File: src/rtl/fpbox_pkg.sv
package fpbox_pkg;

    localparam int SP_W = 32;

    typedef enum logic [1:0] {
        REQ_ARITH_WR   = 2'd0,
        REQ_LOAD       = 2'd1,
        REQ_STORE      = 2'd2,
        REQ_ARITH_NOWR = 2'd3
    } req_kind_e;

    typedef enum logic [1:0] {
        CTX_OFF     = 2'd0,
        CTX_INITIAL = 2'd1,
        CTX_CLEAN   = 2'd2,
        CTX_DIRTY   = 2'd3
    } ctx_state_e;

    typedef struct packed {
        ctx_state_e state;
        logic       summary;
    } ctx_status_t;

    function automatic logic kind_writes_reg(req_kind_e k);
        return (k == REQ_ARITH_WR) || (k == REQ_LOAD);
    endfunction

endpackage

File: src/rtl/fpbox_write_path.sv
module fpbox_write_path
    import fpbox_pkg::*;
#(
    parameter int FLEN = 64
) (
    input  logic            valid,
    input  req_kind_e       kind,
    input  logic            single,
    input  logic            allow,
    input  logic [FLEN-1:0] data,
    output logic            we,
    output logic [FLEN-1:0] wdata
);
    localparam int HI_W = FLEN - SP_W;

    always_comb begin
        we = valid && allow && kind_writes_reg(kind);
        if (single) begin
            wdata = {{HI_W{1'b1}}, data[SP_W-1:0]};
        end else begin
            wdata = data;
        end
    end
endmodule

File: src/rtl/fpbox_read_check.sv
module fpbox_read_check
    import fpbox_pkg::*;
#(
    parameter int          FLEN        = 64,
    parameter logic [31:0] CANON_NAN_S = 32'h7FC0_0000
) (
    input  logic [FLEN-1:0] raw,
    input  logic            single,
    output logic [FLEN-1:0] val
);
    localparam int HI_W = FLEN - SP_W;
    localparam logic [FLEN-1:0] BOXED_NAN = {{HI_W{1'b1}}, CANON_NAN_S};

    logic box_ok;

    always_comb begin
        box_ok = &raw[FLEN-1:SP_W];
        if (single && !box_ok) begin
            val = BOXED_NAN;
        end else begin
            val = raw;
        end
    end
endmodule

File: src/rtl/fpbox_status_copy.sv
module fpbox_status_copy
    import fpbox_pkg::*;
(
    input  logic        clk,
    input  logic        rst,
    input  logic        mark_dirty,
    input  logic        load_en,
    input  logic [1:0]  load_val,
    output ctx_status_t status
);
    ctx_status_t status_q;

    always_ff @(posedge clk) begin
        if (rst) begin
            status_q.state   <= CTX_OFF;
            status_q.summary <= 1'b0;
        end else if (mark_dirty) begin
            status_q.state   <= CTX_DIRTY;
            status_q.summary <= 1'b1;
        end else if (load_en) begin
            status_q.state   <= ctx_state_e'(load_val);
            status_q.summary <= (load_val == 2'd3);
        end
    end

    assign status = status_q;
endmodule

File: src/rtl/fpbox_unit.sv
module fpbox_unit
    import fpbox_pkg::*;
#(
    parameter int          FLEN        = 64,
    parameter int          NRD         = 3,
    parameter logic [31:0] CANON_NAN_S = 32'h7FC0_0000
) (
    input  logic                clk,
    input  logic                rst,
    input  logic                req_valid,
    input  logic [1:0]          req_kind,
    input  logic                req_single,
    input  logic [FLEN-1:0]     req_wdata,
    input  logic                virt_on,
    input  logic [NRD*FLEN-1:0] rd_raw,
    input  logic [NRD-1:0]      rd_single,
    output logic [NRD*FLEN-1:0] rd_val,
    input  logic [FLEN-1:0]     st_raw,
    input  logic                st_single,
    output logic [FLEN-1:0]     mem_wdata,
    output logic                rf_we,
    output logic [FLEN-1:0]     rf_wdata,
    output logic                illegal,
    input  logic [1:0]          stat_wr_sel,
    input  logic [1:0]          stat_wr_val,
    output logic [1:0]          ctx_main,
    output logic                sd_main,
    output logic [1:0]          ctx_hyp,
    output logic                sd_hyp
);
    localparam int HI_W    = FLEN - SP_W;
    localparam int NCOPIES = 2;

    ctx_status_t copy_st [NCOPIES];
    logic        mark    [NCOPIES];
    logic        wr_acc;

    assign illegal = req_valid && (copy_st[0].state == CTX_OFF);

    fpbox_write_path #(.FLEN(FLEN)) i_wr (
        .valid  (req_valid),
        .kind   (req_kind_e'(req_kind)),
        .single (req_single),
        .allow  (!illegal),
        .data   (req_wdata),
        .we     (wr_acc),
        .wdata  (rf_wdata)
    );
    assign rf_we = wr_acc;

    for (genvar p = 0; p < NRD; p++) begin : g_rd
        fpbox_read_check #(.FLEN(FLEN), .CANON_NAN_S(CANON_NAN_S)) i_chk (
            .raw    (rd_raw[p*FLEN +: FLEN]),
            .single (rd_single[p]),
            .val    (rd_val[p*FLEN +: FLEN])
        );
    end

    assign mem_wdata = st_single ? {{HI_W{1'b0}}, st_raw[SP_W-1:0]} : st_raw;

    for (genvar g = 0; g < NCOPIES; g++) begin : g_ctx
        if (g == 0) begin : g_main
            assign mark[g] = wr_acc;
        end else begin : g_hyp
            assign mark[g] = wr_acc && virt_on;
        end
        fpbox_status_copy i_copy (
            .clk        (clk),
            .rst        (rst),
            .mark_dirty (mark[g]),
            .load_en    (stat_wr_sel[g]),
            .load_val   (stat_wr_val),
            .status     (copy_st[g])
        );
    end

    assign ctx_main = copy_st[0].state;
    assign sd_main  = copy_st[0].summary;
    assign ctx_hyp  = copy_st[1].state;
    assign sd_hyp   = copy_st[1].summary;
endmodule

File: config.mk
export PLATFORM = sky130hd
export DESIGN_NAME = fpbox_unit
export DESIGN_NICKNAME = d
export VERILOG_FILES = /design/src/rtl/fpbox_pkg.sv /design/src/rtl/fpbox_write_path.sv /design/src/rtl/fpbox_read_check.sv /design/src/rtl/fpbox_status_copy.sv /design/src/rtl/fpbox_unit.sv
export SDC_FILE = /design/constraint.sdc
export NUM_CORES = 1
export LEC_CHECK = 0
export ABC_AREA = 1
export BUFFER_PORTS_ARGS = -buffer_cell sky130_fd_sc_hd__buf_4
export CAP_MARGIN = 15
export CORE_AREA = 4 4 252 254
export CTS_BUF_LIST = sky130_fd_sc_hd__clkbuf_16
export CTS_CLUSTER_SIZE = 16
export DETAILED_ROUTE_END_ITERATION = 8
export DIE_AREA = 0 0 256 258
export GPL_ROUTABILITY_DRIVEN = 0
export SYNTH_ARGS = -nofsm -noshare
export SYNTH_HDL_FRONTEND = slang
export SYNTH_SLANG_ARGS = --single-unit
File: constraint.sdc
create_clock -name clk -period 1.33 [get_ports clk]
set_clock_uncertainty 0.1 [all_clocks]
set_input_delay 0.0665 -clock clk [delete_from_list [all_inputs] [get_ports clk]]
set_output_delay 0.0665 -clock clk [all_outputs]
set_load 0.02 [all_outputs]
Yosys cells after proc, flatten, opt, wreduce, memory -nomap -nowiden. Index checks and enable logic that the tools add are counted.

Equal/unequal tests: 2. Muxes and demuxes: 9. Reduce and logical (&&, ||, !) cells: 19.

Operators by type and width (number): $mux W64 (5); $reduce_and A32 Y1 (3); $mux W3 (4); $logic_and A1 B1 Y1 (7); $logic_not A1 Y1 (4); $logic_not A2 Y1 (2); $reduce_bool A2 Y1 (2); $eq A2 B1 Y1 const B (1); $eq A2 B2 Y1 const B (1); $logic_or A1 B1 Y1 (1).

Flip-flop bits (word level): 6. Bits of input ports: 335. Output and inout port bits: 328. Logic and storage cells: 34.

Longest topological paths before layout.
Depth in word-level cells: 7. Mapped depth: 8. Gate-level depth less buffers: 7.

Modules after synthesis. From an unflattened synthesis, not the netlist that was laid out.

Cell total of the unflattened synthesis: 713. Area total of the unflattened synthesis: 3841.2 um2.

By module, submodules not included: fpbox_read_check (instances 3, cells each 168, area each 859.6 um2, sequential area each 0.0 um2); fpbox_unit (instances 1, cells each 106, area each 540.5 um2, sequential area each 0.0 um2); fpbox_write_path (instances 1, cells each 69, area each 481.7 um2, sequential area each 0.0 um2); fpbox_status_copy (instances 2, cells each 17, area each 120.1 um2, sequential area each 60.1 um2).

Least setup slack after synthesis. OpenSTA, ideal clock, no wires.

Kind: register to register. Start: register g_ctx[0].i_copy.status_q (netlist bit g_ctx[0].i_copy.status[1]). End: register g_ctx[1].i_copy.status_q (netlist bit g_ctx[1].i_copy.status[0]). Library setup time: 0.120 ns. Arrival: 1.085 ns. Required time: 1.110 ns. Setup slack: 0.025 ns. Cell stages (with the launch flop): 6. Path buffers: 0. Period minus slack after synthesis: 1.305 ns. Cells stage by stage: dfxtp_1 > or2_2 > nand2_1 > inv_1 > nand2_1 > a21oi_1.

Cells in the longest elaborated chain, start to end: 7. Elaborated cells between the ends (all ways): 8. Classes of those cells: mux (1); reduce/logical (7).

RTL lines: start, declared (RTL line fpbox_status_copy.sv:11) `ctx_status_t status_q;`; $logic_not A2 Y1 (*) (RTL line fpbox_unit.sv:38) `assign illegal = req_valid && (copy_st[0].state == CTX_OFF);`; $logic_and A1 B1 Y1 (*) (RTL line fpbox_unit.sv:38); $logic_not A1 Y1 (*) (RTL line fpbox_unit.sv:44) `.allow (!illegal),`; $logic_and A1 B1 Y1 (*) (2 in series) (RTL line fpbox_write_path.sv:17) `we = valid && allow && kind_writes_reg(kind);`; net rf_we (RTL line fpbox_unit.sv:21) `output logic rf_we,`; $logic_and A1 B1 Y1 (*) (RTL line fpbox_unit.sv:65) `assign mark[g] = wr_acc && virt_on;`; $mux W3 or $reduce_bool A2 Y1 (tied branches); end, declared (RTL line fpbox_status_copy.sv:11).

Mark *: on every way through the listed nets, which the timed path passes. The rest lies on a longest branch. A chain may end at the register's enable or synchronous reset.

Worst setup path in the final report.
Start: input rd_raw[58]. End: output rd_val[62].

Cells in the longest elaborated chain, start to end: 4.

RTL lines: start, declared (RTL line fpbox_unit.sv:15) `input logic [NRD*FLEN-1:0] rd_raw,`; $reduce_and A32 Y1 (RTL line fpbox_read_check.sv:17) `box_ok = &raw[FLEN-1:SP_W];`; $logic_not A1 Y1 (RTL line fpbox_read_check.sv:18) `if (single && !box_ok) begin`; $logic_and A1 B1 Y1 (RTL line fpbox_read_check.sv:18); $mux W64 (RTL line fpbox_read_check.sv:18); end, declared (RTL line fpbox_unit.sv:17) `output logic [NRD*FLEN-1:0] rd_val,`.

Every way passes these cells.

==> impl_metrics.tcl <==
set metrics [dict create \
    yosys_warnings 0 \
    synth_edf_count 0 \
    cap_violations 0 \
    grt_antenna_before_repair 1 \
    grt_pass1_vias 5964 \
    die_h_um 258 \
    synth_commonest_cells "231 x inv_1, 180 x nand2_1, 64 x buf_4" \
    port_buffers 533 \
    whs_path_depth 0 \
    wire_per_inst_um 14.69 \
    slew_violations 0 \
    ioPinCount 663 \
    synth_area_per_cell_um2 5.189 \
    grt_use_met1_pct 8.129 \
    start_util_pct 5.989 \
    grt_use_met2_pct 12.22 \
    syn_to_final_growth_pct 183.7 \
    cp.arrival_ns 1.27 \
    crit_type "in2out" \
    hold_violations 0 \
    syn-instance-count 707 \
    fin_util_pct 16.99 \
    post-route-drc-count 0 \
    fp.dieArea_um2 66050 \
    r2r_setup_slack_ns 0.16 \
    track_usage_pct 7.487 \
    vias 5941 \
    synth_top_family_by_area "buffers and inverters" \
    p_per_area_nw_per_um2 385.8 \
    reg2reg_depth 5 \
    place_hpwl_um 22830 \
    synth-adder-area-share_pct 0 \
    end_kind "output port" \
    slew_headroom_pct 56.75 \
    grt_overflow_total 0 \
    final_area_um2 10410 \
    grt_pass1_wl_um 37520 \
    synth-compound-area-share_pct 15.69 \
    required_ns 1.16 \
    hp-class "in2out" \
    clk_path_buf_depth 2 \
    synth_seq_cells 6 \
    synthMuxAreaShare_pct 0 \
    setup_ws_ns -0.1034 \
    rows 91 \
    synth-xor-area-share_pct 0 \
    root_buffer "clkbuf_16" \
    outcome "finished with violations" \
    timing.hold.ws_ns 0.03301 \
    fmax_mhz 697.6 \
    synth-simple-area-share_pct 35.85 \
    path_max_fanout 6 \
    ys_types 23 \
    setup_viol 87 \
    htreeDepth 1 \
    synth_top_area_share_pct 23.64 \
    tns_ns -2.123 \
    core_um2 61260 \
    cp-start-kind "input port" \
    routed_wl_um 29180 \
    ant_nets 0 \
    yosys.area.top_type "inv_1" \
    grt.busiest_layer "met2" \
    syn-num-nets 1042 \
    grt_max_degree 33 \
    drt_iter0_markers 222 \
    power_mw 4.014 \
    rsz0062_at_grt "yes" \
    vdd_drop_max_uv 708.3 \
    final_cells 1987 \
    yosysMostFrequentCell "inv_1" \
    diodes 0 \
    drt-vias-per-instance 2.990 \
    met3_usage_pct 2.844 \
    final_layout_size_suffix_gt1_share_pct 71.18 \
    ys_seq_area_share_pct 3.274 \
    fin_crit_ns 1.433 \
    placed_cell_area_um2 8145 \
    synthArstFlopShare_pct 0 \
    first_pass_iters 6 \
    violations "negative setup slack" \
    cts_tree "built" \
    cellLeakagePower_nw 5.707 \
    ys.flop_type "dfxtp_1" \
    syn_area_um2 3669 \
    dieWidth_um 256 \
    synth_area_leaders "inv_1 24%, nand2_1 18%, buf_4 13%" \
    largest_reg_flops 6 \
    cts_sinks 6 \
    clk-insertion-delay-late_ns 0.23 \
    post-route-period-util_pct 107.8 \
    place_ws_ns -0.2550 \
    cts_made_buffers 3 \
    nets 1534 \
    placedCellCount 1963 \
    worst_pin_slew_ns 0.6487 \
]
-- layout make-up --
type / instances / area, um^2
fillers: 6855 / 50850
multi-input cells: 387 / 3162
repair buffers: 570 / 5192
well taps: 790 / 988.4
clock buffers: 3 / 75.07
inverters: 231 / 867.1
flip-flops and latches: 6 / 121.4
-- critical path: stages --
cell and delay [ns]:
buf_6 0.08, nand2_4 0.05, nor2_4 0.13, nand2_4 0.08, nor2_4 0.17, nand2_8 0.12, buf_12 0.18, nand2_8 0.15
nand2_4 0.09, buf_6 0.14
-- cell families (layout without fill, tap and decap cells) --
kind of cell,Yosys count,after routing
buffers and inverters,325,804
and+or+nand+nor,298,309
AOI/OAI and AO/OA,78,78
DFF,6,6
-- layer usage --
metal,wire [um],up-vias
met5,13,-
met3,2848,92
met1,10600,2593
li1,-,2886
met4,1920,2
met2,13800,368
-- cells in the final DEF (no fill, tap or decap), types with 8 or more instances in the layout --
cell type,Yosys,layout
a21oi_1,33,8
nor2_1,61,44
buf_6,4,162
nor2_4,0,15
nand2_1,180,49
nand2_2,10,53
clkbuf_16,0,8
inv_1,231,231
buf_4,64,384
nor2_2,6,8
a21oi_4,4,12
or2_2,33,32
nand2_4,3,90
buf_12,1,11
a21oi_2,36,53
nand2_8,3,15
-- path summary, 6_finish.rpt --
check / start / endpoint
worst max-delay path: rd_raw[58] / rd_val[62]
worst min-delay path: st_raw[3] / mem_wdata[3]
worst max register to register: g_ctx[0].i_copy.status[2] / g_ctx[0].i_copy.status[2]
worst min register to register: g_ctx[0].i_copy.status[0] / g_ctx[0].i_copy.status[0]
-- report_power, final --
part | total [mW] | switching (mW) | internal (mW)
Clock | 0.493 | 0.107 | 0.386
Sequential | 0.203 | 0.00726 | 0.195
Combinational | 3.32 | 1.71 | 1.61
-- what timing repair did --
action	4_1_cts	5_1_grt
setup buffers	3	0
endpoints found under the setup margin	149	193
pin swaps	31	51
cloned	12	7
hold buffers	1	0
resized for setup	174	309
endpoints found under the hold margin	5	0
(Power assumes the default switching activity.)
